[src/rtl/spi_frame_host.sv]
module spi_frame_host #(
  parameter int          LEAD_CYC   = 7,
  parameter int          HALF_CYC   = 7,
  parameter int          TRAIL_CYC  = 7,
  parameter int          GAP_CYC    = 7,
  parameter int          ANGLE_HOLD = 400,
  parameter logic [13:0] ANGLE_ADDR = 14'h3FFF,
  parameter logic [13:0] FLUSH_ADDR = 14'h3FFD
) (
  input  logic        clk,
  input  logic        rst_n,
  input  logic        req_valid,
  output logic        req_ready,
  input  logic        req_write,
  input  logic [13:0] req_addr,
  input  logic [13:0] req_wdata,
  output logic        rsp_valid,
  output logic [13:0] rsp_addr,
  output logic [13:0] rsp_data,
  output logic [1:0]  rsp_status,
  output logic        spi_cs_n,
  output logic        spi_sclk,
  output logic        spi_mosi,
  input  logic        spi_miso
);

  localparam int CW = $clog2(LEAD_CYC + HALF_CYC + TRAIL_CYC + GAP_CYC + 1);
  localparam int AW = $clog2(ANGLE_HOLD + 1);
  localparam logic [1:0] ST_OK = 2'd0, ST_PAR = 2'd1, ST_PEER = 2'd2;

  typedef enum logic [2:0] {S_IDLE, S_LEAD, S_HIGH, S_LOW, S_TRAIL, S_GAP} st_t;
  typedef enum logic [1:0] {F_READ, F_DUMMY, F_WCMD, F_WDATA} fr_t;

  st_t         st;
  fr_t         ftype, nt;
  logic [CW-1:0] cnt;
  logic [3:0]  bitn;
  logic [15:0] tx, rx, nw;
  logic [13:0] faddr, na, wd_val, pend_addr;
  logic        wd_pend, pend_live, go, done, take, flush, angle_block;
  logic [AW-1:0] angle_cnt;
  int unsigned lim;

  function automatic logic [15:0] cmd_word(input logic rd, input logic [13:0] a);
    cmd_word = {rd, a, ^{rd, a}};
  endfunction

  assign angle_block = !req_write && (req_addr == ANGLE_ADDR) && (angle_cnt != '0);
  assign req_ready   = (st == S_IDLE) && !wd_pend && !angle_block;
  assign take        = req_valid && req_ready;
  assign flush       = (st == S_IDLE) && !wd_pend && !req_valid && pend_live;

  always_comb begin
    case (st)
      S_LEAD:         lim = LEAD_CYC;
      S_HIGH, S_LOW:  lim = HALF_CYC;
      S_TRAIL:        lim = TRAIL_CYC;
      S_GAP:          lim = GAP_CYC;
      default:        lim = 1;
    endcase
  end
  assign done = (int'(cnt) == int'(lim) - 1);

  always_comb begin
    go = 1'b0;
    nw = '0;
    nt = F_READ;
    na = req_addr;
    if (st == S_IDLE) begin
      if (wd_pend) begin
        go = 1'b1;
        nw = {wd_val, 1'b0, ^{wd_val, 1'b0}};
        nt = F_WDATA;
        na = faddr;
      end else if (take) begin
        go = 1'b1;
        nw = cmd_word(!req_write, req_addr);
        nt = req_write ? F_WCMD : F_READ;
      end else if (flush) begin
        go = 1'b1;
        nw = cmd_word(1'b1, FLUSH_ADDR);
        nt = F_DUMMY;
        na = FLUSH_ADDR;
      end
    end
  end

  always_ff @(posedge clk) begin
    if (!rst_n) begin
      st         <= S_IDLE;
      cnt        <= '0;
      bitn       <= '0;
      tx         <= '0;
      rx         <= '0;
      ftype      <= F_READ;
      faddr      <= '0;
      wd_pend    <= 1'b0;
      wd_val     <= '0;
      pend_live  <= 1'b0;
      pend_addr  <= '0;
      angle_cnt  <= '0;
      rsp_valid  <= 1'b0;
      rsp_addr   <= '0;
      rsp_data   <= '0;
      rsp_status <= ST_OK;
      spi_cs_n   <= 1'b1;
      spi_sclk   <= 1'b0;
      spi_mosi   <= 1'b0;
    end else begin
      rsp_valid <= 1'b0;
      if (angle_cnt != '0) angle_cnt <= angle_cnt - 1'b1;
      if (st == S_IDLE || done) cnt <= '0;
      else cnt <= cnt + 1'b1;

      case (st)
        S_IDLE: if (go) begin
          tx       <= nw;
          ftype    <= nt;
          faddr    <= na;
          spi_cs_n <= 1'b0;
          spi_mosi <= nw[15];
          bitn     <= 4'd15;
          st       <= S_LEAD;
          if (nt == F_WDATA) wd_pend <= 1'b0;
          if (nt == F_WCMD) begin
            wd_pend <= 1'b1;
            wd_val  <= req_wdata;
          end
        end
        S_LEAD: if (done) begin
          spi_sclk <= 1'b1;
          st       <= S_HIGH;
        end
        S_HIGH: if (done) begin
          spi_sclk <= 1'b0;
          rx       <= {rx[14:0], spi_miso};
          st       <= (bitn == 4'd0) ? S_TRAIL : S_LOW;
        end
        S_LOW: if (done) begin
          spi_sclk <= 1'b1;
          bitn     <= bitn - 4'd1;
          spi_mosi <= tx[bitn - 4'd1];
          st       <= S_HIGH;
        end
        S_TRAIL: if (done) begin
          spi_cs_n <= 1'b1;
          st       <= S_GAP;
          if (pend_live) begin
            rsp_valid  <= 1'b1;
            rsp_addr   <= pend_addr;
            rsp_data   <= rx[15:2];
            rsp_status <= (^rx) ? ST_PAR : (rx[1] ? ST_PEER : ST_OK);
          end
          pend_live <= (ftype == F_READ);
          pend_addr <= faddr;
          if (ftype == F_READ && faddr == ANGLE_ADDR) angle_cnt <= AW'(ANGLE_HOLD);
        end
        S_GAP: if (done) st <= S_IDLE;
        default: st <= S_IDLE;
      endcase
    end
  end

  logic          sclk_q, cs_q;
  logic [CW-1:0] run;
  always_ff @(posedge clk) begin
    if (!rst_n) begin
      sclk_q <= 1'b0;
      cs_q   <= 1'b1;
      run    <= '1;
    end else begin
      sclk_q <= spi_sclk;
      cs_q   <= spi_cs_n;
      if (spi_sclk != sclk_q || spi_cs_n != cs_q) run <= CW'(1);
      else if (run != '1) run <= run + 1'b1;
    end
  end

  a_r3_sclk_low_when_idle: assert property (@(posedge clk) disable iff (!rst_n)
    spi_cs_n |-> !spi_sclk);
  a_r2_mosi_stable_at_fall: assert property (@(posedge clk) disable iff (!rst_n)
    $fell(spi_sclk) |-> $stable(spi_mosi));
  a_r3_high_phase_min: assert property (@(posedge clk) disable iff (!rst_n)
    (!spi_sclk && sclk_q) |-> (int'(run) >= HALF_CYC));
  a_r4_gap_min: assert property (@(posedge clk) disable iff (!rst_n)
    (!spi_cs_n && cs_q) |-> (int'(run) >= GAP_CYC));
  a_r5_rsp_at_cs_rise: assert property (@(posedge clk) disable iff (!rst_n)
    rsp_valid |-> $rose(spi_cs_n));
  a_r6_status_legal: assert property (@(posedge clk) disable iff (!rst_n)
    rsp_valid |-> (rsp_status != 2'd3));

endmodule

[config.mk]
export PLATFORM = sky130hd
export DESIGN_NAME = spi_frame_host
export DESIGN_NICKNAME = d
export VERILOG_FILES = /design/src/rtl/spi_frame_host.sv
export SDC_FILE = /design/constraint.sdc
export NUM_CORES = 1
export LEC_CHECK = 0
export ABC_AREA = 0
export BUFFER_PORTS_ARGS = -buffer_cell sky130_fd_sc_hd__buf_2
export CAP_MARGIN = 30
export CORE_UTILIZATION = 62
export CTS_CLUSTER_DIAMETER = 120
export DETAILED_ROUTE_END_ITERATION = 8
export PLACE_DENSITY = 0.91
export SYNTH_ARGS = -nofsm -noshare
export SYNTH_HDL_FRONTEND = slang
export SYNTH_SLANG_ARGS = --single-unit
[constraint.sdc]
create_clock -name clk -period 3.7 [get_ports clk]
set_input_delay 0.74 -clock clk [delete_from_list [all_inputs] [get_ports clk]]
set_output_delay 0.74 -clock clk [all_outputs]
set_load 0.05 [all_outputs]
==> flow_metrics.py, run 1 <==
metrics = {
    "critical_path": {
        "setup.worst_path.start_class": "flop",
        "critical_path.cell_chain": "inv_1 > ha_1 > nor4b_1 > a211oi_2 > nor2_1 > buf_2",
        "maximum_fanout_along_the_worst_path": 8,
        "worst_path_largest_cell_delay_ns": 0.63,
        "setup.reg_to_reg.worst_slack_ns": 0.94,
        "worst_ep_required_time_ns": 2.96,
        "slowest_stage": "sky130_fd_sc_hd__nor4b_1",
        "setup.worst_path.end_class": "primary output",
        "cp_data_arrival_time_ns": 2.54,
        "worstSetupPathType": "flop to primary output",
    },
    "synth": {
        "synth_adder_area_share_pct": 2.36,
        "synthSimpleGateAreaFrac_pct": 20.2,
        "synth_cells": 646,
        "synthTopCellsByArea": "sky130_fd_sc_hd__dfxtp_1 (46%), sky130_fd_sc_hd__mux2i_1 (7.9%), sky130_fd_sc_hd__nand2_1 (4.8%), sky130_fd_sc_hd__nor2_1 (4.8%), sky130_fd_sc_hd__xnor2_1 (4.8%)",
        "syn_area_per_cell_um2": 9.02,
        "synth_xor_area_share_pct": 6.77,
        "synth.ff_latch_count": 133,
        "synth_largest_area_cell": "sky130_fd_sc_hd__dfxtp_1",
        "yosys.cell_count.top_type": "sky130_fd_sc_hd__dfxtp_1",
        "synth_cell_type_count": 51,
        "netlist_top_cells_count": "sky130_fd_sc_hd__dfxtp_1 (133), sky130_fd_sc_hd__nand2_1 (75), sky130_fd_sc_hd__nor2_1 (75), sky130_fd_sc_hd__a21oi_1 (55), sky130_fd_sc_hd__mux2i_1 (46)",
        "synth_top_area_share_pct": 45.7,
        "ys_warn_count": 0,
        "synth_edf_count": 0,
        "seq_area_frac_synth_pct": 45.7,
        "synth_compound_area_share_pct": 11.2,
        "ys_async_rst_share_pct": 0,
        "syn_nets": 690,
        "synth_top_family_by_area": "simple AND/OR/NAND/NOR gates",
        "muxShareOfSynthArea_pct": 9.84,
        "postSynth.topFlopCell": "sky130_fd_sc_hd__dfxtp_1",
        "synthesis.area_mm2": 0.00582,
    },
    "timing": {
        "tightestPinTransition_ns": 0.984,
        "slew_headroom_pct": 34.2,
        "final.period_utilization_pct": 88.6,
        "grt_setup_unrepaired": "no",
        "fmax_mhz": 305,
        "worst_clock_skew_ns": 0.00769,
        "timing.setup.tns_ns": 0,
        "post-route-worst-setup-slack_ns": 0.422,
        "fin_worst_hold_slack_ns": 0.450,
        "timing_hold_violations_final": 0,
        "final.min_clock_period_ns": 3.28,
        "drv_slew": 0,
        "setup_viol": 0,
    },
    "clock_tree": {
        "post-cts-setup-buffer-count": 0,
        "clock-sinks": 133,
        "tritoncts.num_buffers": 17,
        "clock_tree.root_cell": "sky130_fd_sc_hd__clkbuf_8",
        "later_pin_clock_latency_in_the_skew_report_ns": 0.53,
        "clk_pin_slew_ns": 0.06,
        "cts.htree.levels": 4,
        "cts_tree": "yes",
        "cts-root-to-sink-buffers": 2,
        "cts_resized": 0,
        "cts_hold_repair.buffers": 0,
    },
    "cells_and_area": {
        "utilization_pct": 74.9,
        "layout-drive-gt1-share_pct": 17.6,
        "number_of_nets_in_the_final_layout": 748,
        "syn_to_final_growth_pct": 17.7,
        "fillCellCount": 571,
        "post_layout_nonfiller_instances": 827,
        "final_design_area_excluding_fillers_mm2": 0.00686,
        "insertedDiodeCount": 0,
    },
    "power": {
        "vdd_ir_drop_max_mv": 0.329,
        "totalPowerFinal_mw": 4.04,
        "switching_share_pct": 26.8,
        "seq_power_share_pct": 40.0,
        "powerDensity_mw_per_mm2": 589,
        "total_switching_power_mw": 1.08,
        "leakage_power_total_nw": 2.76,
        "clock_power_share_pct": 45.8,
        "internal_power_mw": 2.96,
        "p_comb_share_pct": 14.2,
    },
    "floorplan": {
        "core_area_mm2": 0.00915,
        "dieHeight_um": 98.9,
        "top_level_ports": 68,
        "rows": 35,
        "start_util_pct": 63.6,
        "dieArea_mm2": 0.00979,
        "die_w_um": 98.9,
    },
    "placement": {
        "place_congestion": 0.968,
        "place_area_mm2": 0.00621,
        "place_inst": 796,
        "detailed_place_hpwl_um": 9170,
        "io_buffer_count": 67,
        "place_ws_ns": 0.986,
    },
    "hold_path": {
        "min_path_type": "input pin to flop",
    },
    "route": {
        "drt_pass1_iterations": 5,
        "drt-wirelength-per-cell_um": 17.8,
        "drt_iter0_drc": 390,
        "vias": 5055,
        "drc": 0,
        "wl_um": 14800,
        "antenna_left": 0,
        "post_drt_via_cell_ratio": 6.11,
    },
    "global_routing": {
        "grt.overflow.total": 0,
        "grt_use_total_pct": 30.8,
        "grt_max_degree": 47,
        "antenna_found_initial": 0,
        "number_of_global_route_vias_before_repair": 4755,
        "grt_first_pass_wirelength_um": 23300,
    },
    "status": {
        "status": "completed",
    },
    "flow_run": {
        "drv_cap": 0,
    },
}
-- cell usage in the layout (no fill, tap or decap), drive strengths merged, types with 4 or more instances in the layout --
cell type  Yosys  final
xor2          13     13
xnor2         32     32
nand2b        16     16
o21ai         21     21
a21oi         55     55
dfxtp        133    133
inv            9     13
nor3          37     37
buf           17     78
mux4           5      5
bufinv         0      5
or4            4      4
nor2          75     75
clkbuf        22     18
o31ai         14     14
mux2i         46     46
ha            11     11
nand2         76     76
a211oi         4      4
nand3          9      9
nand4          4      4
and2           4      4
o211ai         4      4
nand3b         4      4
-- layer usage --
| metal | up-vias | track usage (%) | part of all wire (%) |
|---|---|---|---|
| met1 | 2405 | 36.6 | 40 |
| met5 | - | 0 | 0 |
| met4 | 0 | 17.9 | 4.2 |
| met3 | 59 | 6.95 | 6.5 |
| met2 | 238 | 51.4 | 49 |
| li1 | 2353 | - | - |
-- cell type report --
cell class | count | area (um2) | share of cell area [%]
multi-input combinational | 465 | 2940 | 42.8
sequential | 133 | 2660 | 38.8
timing repair buffer | 78 | 438 | 6.39
clock buffer | 18 | 428 | 6.24
clock inverter | 13 | 219 | 3.19
tap | 111 | 139 | 2.03
inverter | 9 | 33.8 | 0.493
-- registers in the layout, indices dropped and copies added, names as in the netlist, 2 cells and up --
register,count
rsp_status,2
cnt,5
ftype,2
st,3
pend_addr,14
angle_cnt,9
wd_val,14
bitn,4
rsp_addr,14
rsp_data,14
faddr,14
tx,16
rx,16
-- critical path: cells and delay by family, from the launching register on --
family          cells  cell delay (ns)
flops               1             0.34
simple gates        2             0.83
fa+ha+maj           1             0.17
compound gates      1             0.28
buf+inv             2             0.39
-- kinds of logic (layout without fill, tap and decap cells) --
family          after synthesis  after routing
simple gates                247            247
flops                       133            133
compound gates              111            111
mux                          51             51
buf+inv                      48            118
xor+xnor                     45             45
fa+ha+maj                    11             11
-- final timing paths --
path / start / endpoint / depth (start not counted)
worst min-delay path: req_wdata[10] / wd_val[10]$_SDFFE_PN0P_ / 3
worst min register to register: rsp_data[6]$_SDFFE_PN0P_ / rsp_data[6]$_SDFFE_PN0P_ / 2
worst max register to register: angle_cnt[0]$_SDFF_PN0_ / tx[14]$_SDFFE_PN0P_ / 8
worst max-delay path: angle_cnt[0]$_SDFF_PN0_ / req_ready / 6
-- power groups by stage --
stage,clock [mW],combinational [mW],sequential [mW]
after global routing,1.92,0.622,1.63
after floorplan,0,0.427,1.62
after CTS,1.85,0.562,1.61
after detailed placement,0,0.548,1.64
final,1.85,0.573,1.62
after global placement,0,0.514,1.63
Power figures use the tool's default switching activity.
==> inputs of run 2 (changes only) <==
--- a/config.mk
+++ b/config.mk
@@ -8,10 +8,11 @@
 export ABC_AREA = 0
 export BUFFER_PORTS_ARGS = -buffer_cell sky130_fd_sc_hd__buf_2
 export CAP_MARGIN = 30
-export CORE_UTILIZATION = 62
+export CORE_UTILIZATION = 35
 export CTS_CLUSTER_DIAMETER = 120
 export DETAILED_ROUTE_END_ITERATION = 8
-export PLACE_DENSITY = 0.91
+export PLACE_DENSITY = 0.59
 export SYNTH_ARGS = -nofsm -noshare
 export SYNTH_HDL_FRONTEND = slang
 export SYNTH_SLANG_ARGS = --single-unit
+export TNS_END_PERCENT = 1
==> run 2 against run 1 <==
Non-clock buffer count unchanged. Routed wire length shrank 4.5%. Worst setup slack improved by 0.44 ns. Global-route usage down 13 points. Cell count rose by 13%. Combinational power shrank 4.4%.
==> flow_metrics.py, run 2 (same netlist as run 1, synthesis figures left out) <==
metrics = {
    "floorplan": {
        "start_util_pct": 36.3,
        "dieHeight_um": 131,
        "rows": 46,
        "top_level_ports": 68,
        "die_w_um": 131,
        "core_area_mm2": 0.0161,
        "dieArea_mm2": 0.0172,
    },
    "clock_tree": {
        "cts-root-to-sink-buffers": 2,
        "clock_tree.root_cell": "sky130_fd_sc_hd__clkbuf_16",
        "clock-sinks": 133,
        "post-cts-setup-buffer-count": 0,
        "tritoncts.num_buffers": 17,
        "clk_pin_slew_ns": 0.06,
        "cts.htree.levels": 4,
        "cts_hold_repair.buffers": 0,
        "later_pin_clock_latency_in_the_skew_report_ns": 0.42,
        "cts_resized": 0,
        "cts_tree": "yes",
    },
    "power": {
        "total_switching_power_mw": 1.06,
        "switching_share_pct": 28.1,
        "p_comb_share_pct": 14.5,
        "leakage_power_total_nw": 2.71,
        "clock_power_share_pct": 42.7,
        "internal_power_mw": 2.71,
        "vdd_ir_drop_max_mv": 0.354,
        "seq_power_share_pct": 42.8,
        "totalPowerFinal_mw": 3.77,
        "powerDensity_mw_per_mm2": 548,
    },
    "cells_and_area": {
        "insertedDiodeCount": 0,
        "syn_to_final_growth_pct": 18.3,
        "area.sequential_mm2": 0.00266,
        "layout_commonest_cell": "sky130_fd_sc_hd__dfxtp_1",
        "number_of_nets_in_the_final_layout": 748,
        "commonest_non_fill_non_tap_cells_in_the_layout": "sky130_fd_sc_hd__dfxtp_1 (133), sky130_fd_sc_hd__nand2_1 (75), sky130_fd_sc_hd__nor2_1 (74), sky130_fd_sc_hd__buf_2 (67), sky130_fd_sc_hd__a21oi_1 (55)",
        "final_design_area_excluding_fillers_mm2": 0.00689,
        "reg_top3": "rx: 16 flops, tx: 16 flops",
        "layout-drive-gt1-share_pct": 17.7,
        "multiInputGateArea_mm2": 0.00294,
        "utilization_pct": 42.9,
        "fillCellCount": 1594,
    },
    "route": {
        "drc": 0,
        "drt_iter0_drc": 260,
        "antenna_left": 0,
        "post_drt_via_cell_ratio": 5.04,
        "drt-wirelength-per-cell_um": 15.1,
        "vias": 4704,
        "drt_pass1_iterations": 5,
        "wl_um": 14100,
    },
    "critical_path": {
        "maximum_fanout_along_the_worst_path": 8,
        "worstSetupPathType": "flop to primary output",
        "slowest_stage": "sky130_fd_sc_hd__nor4b_1",
        "critical_path.cell_chain": "inv_1 > ha_1 > nor4b_1 > a211oi_2 > nor2_1 > buf_2",
        "setup.worst_path.start_class": "flop",
        "setup.worst_path.end_class": "primary output",
        "cp_data_arrival_time_ns": 2.10,
        "worst_ep_required_time_ns": 2.96,
        "worst_path_largest_cell_delay_ns": 0.38,
    },
    "timing": {
        "timing.setup.tns_ns": 0,
        "slew_headroom_pct": 34.6,
        "grt_setup_unrepaired": "no",
        "timing_hold_violations_final": 0,
        "worst_clock_skew_ns": 0.00994,
        "fin_worst_hold_slack_ns": 0.449,
        "final.min_clock_period_ns": 2.84,
        "tightestPinTransition_ns": 0.978,
        "fmax_mhz": 352,
        "setup_viol": 0,
        "final.period_utilization_pct": 76.8,
        "drv_slew": 0,
    },
    "global_routing": {
        "grt_first_pass_wirelength_um": 23100,
        "grt_max_degree": 50,
        "antenna_found_initial": 0,
        "number_of_global_route_vias_before_repair": 4565,
        "grt.overflow.total": 0,
        "grt_use_total_pct": 17.7,
    },
    "placement": {
        "detailed_place_hpwl_um": 10000,
        "io_buffer_count": 67,
        "place_area_mm2": 0.00632,
        "place_congestion": 0.809,
    },
    "hold_path": {
        "min_path_type": "flop to flop",
    },
    "status": {
        "status": "completed",
    },
    "flow_run": {
        "drv_cap": 0,
    },
}
## run 2: cell types whose count changed in the layout (fill, tap and decap cells not counted)
cell,change
sky130_fd_sc_hd__clkinvlp_4,+3
sky130_fd_sc_hd__clkbuf_8,-1
sky130_fd_sc_hd__buf_16,-1
sky130_fd_sc_hd__bufinv_16,-4
sky130_fd_sc_hd__clkbuf_16,+1
sky130_fd_sc_hd__clkinv_2,+3
sky130_fd_sc_hd__buf_4,+1
sky130_fd_sc_hd__clkinv_4,-1
## run 2: area by class of cell
cell class	count	area share, %
Sequential cell	133	38.6
Tap cell	216	3.92
Clock inverter	14	1.85
Clock buffer	18	6.37
Timing Repair Buffer	78	6.07
Inverter	9	0.490
Multi-Input combinational cell	465	42.6
## run 2: metrics by stage
stage / cells / setup WS [ns]
2_1_floorplan: 646 / 1.18
3_3_place_gp: 901 / 0.921
3_5_place_dp: 901 / 0.910
4_1_cts: 933 / 0.840
5_1_grt: 933 / 0.745
6_report: 933 / 0.857
## run 2: worst paths after layout
kind	start	end	slack (ns)	depth (start not counted)
setup / recovery	angle_cnt[0]$_SDFF_PN0_	req_ready	0.86	6
hold / removal	pend_addr[9]$_SDFFE_PN0P_	rsp_addr[9]$_SDFFE_PN0P_	0.45	2
setup reg to reg	angle_cnt[0]$_SDFF_PN0_	st[0]$_SDFFE_PN0P_	1.35	7
hold reg to reg	pend_addr[9]$_SDFFE_PN0P_	rsp_addr[9]$_SDFFE_PN0P_	0.45	2
## run 2: routing by layer
layer  track usage [%]  part of all wire (%)  vias up
li1                  -                     -     2352
met1              23.6                    49     2222
met2              27.1                    45      111
met3              4.52                   4.5       19
met4              7.30                   2.1        0
met5                 0                     0        -
## run 2: power groups by stage
stage	Sequential [mW]	Combinational, mW	Clock [mW]
2_1_floorplan	1.62	0.427	0
3_3_place_gp	1.64	0.532	0
3_5_place_dp	1.64	0.546	0
4_1_cts	1.61	0.549	1.64
5_1_grt	1.62	0.611	1.72
6_report	1.61	0.548	1.61
## run 2: critical path, delay by kind of cell (launching register included)
kind,cells,cell delay (ns)
AOI/OAI and AO/OA,1,0.22
DFF,1,0.33
and+or+nand+nor,2,0.59
buffers and inverters,2,0.39
adders and majority gates,1,0.17
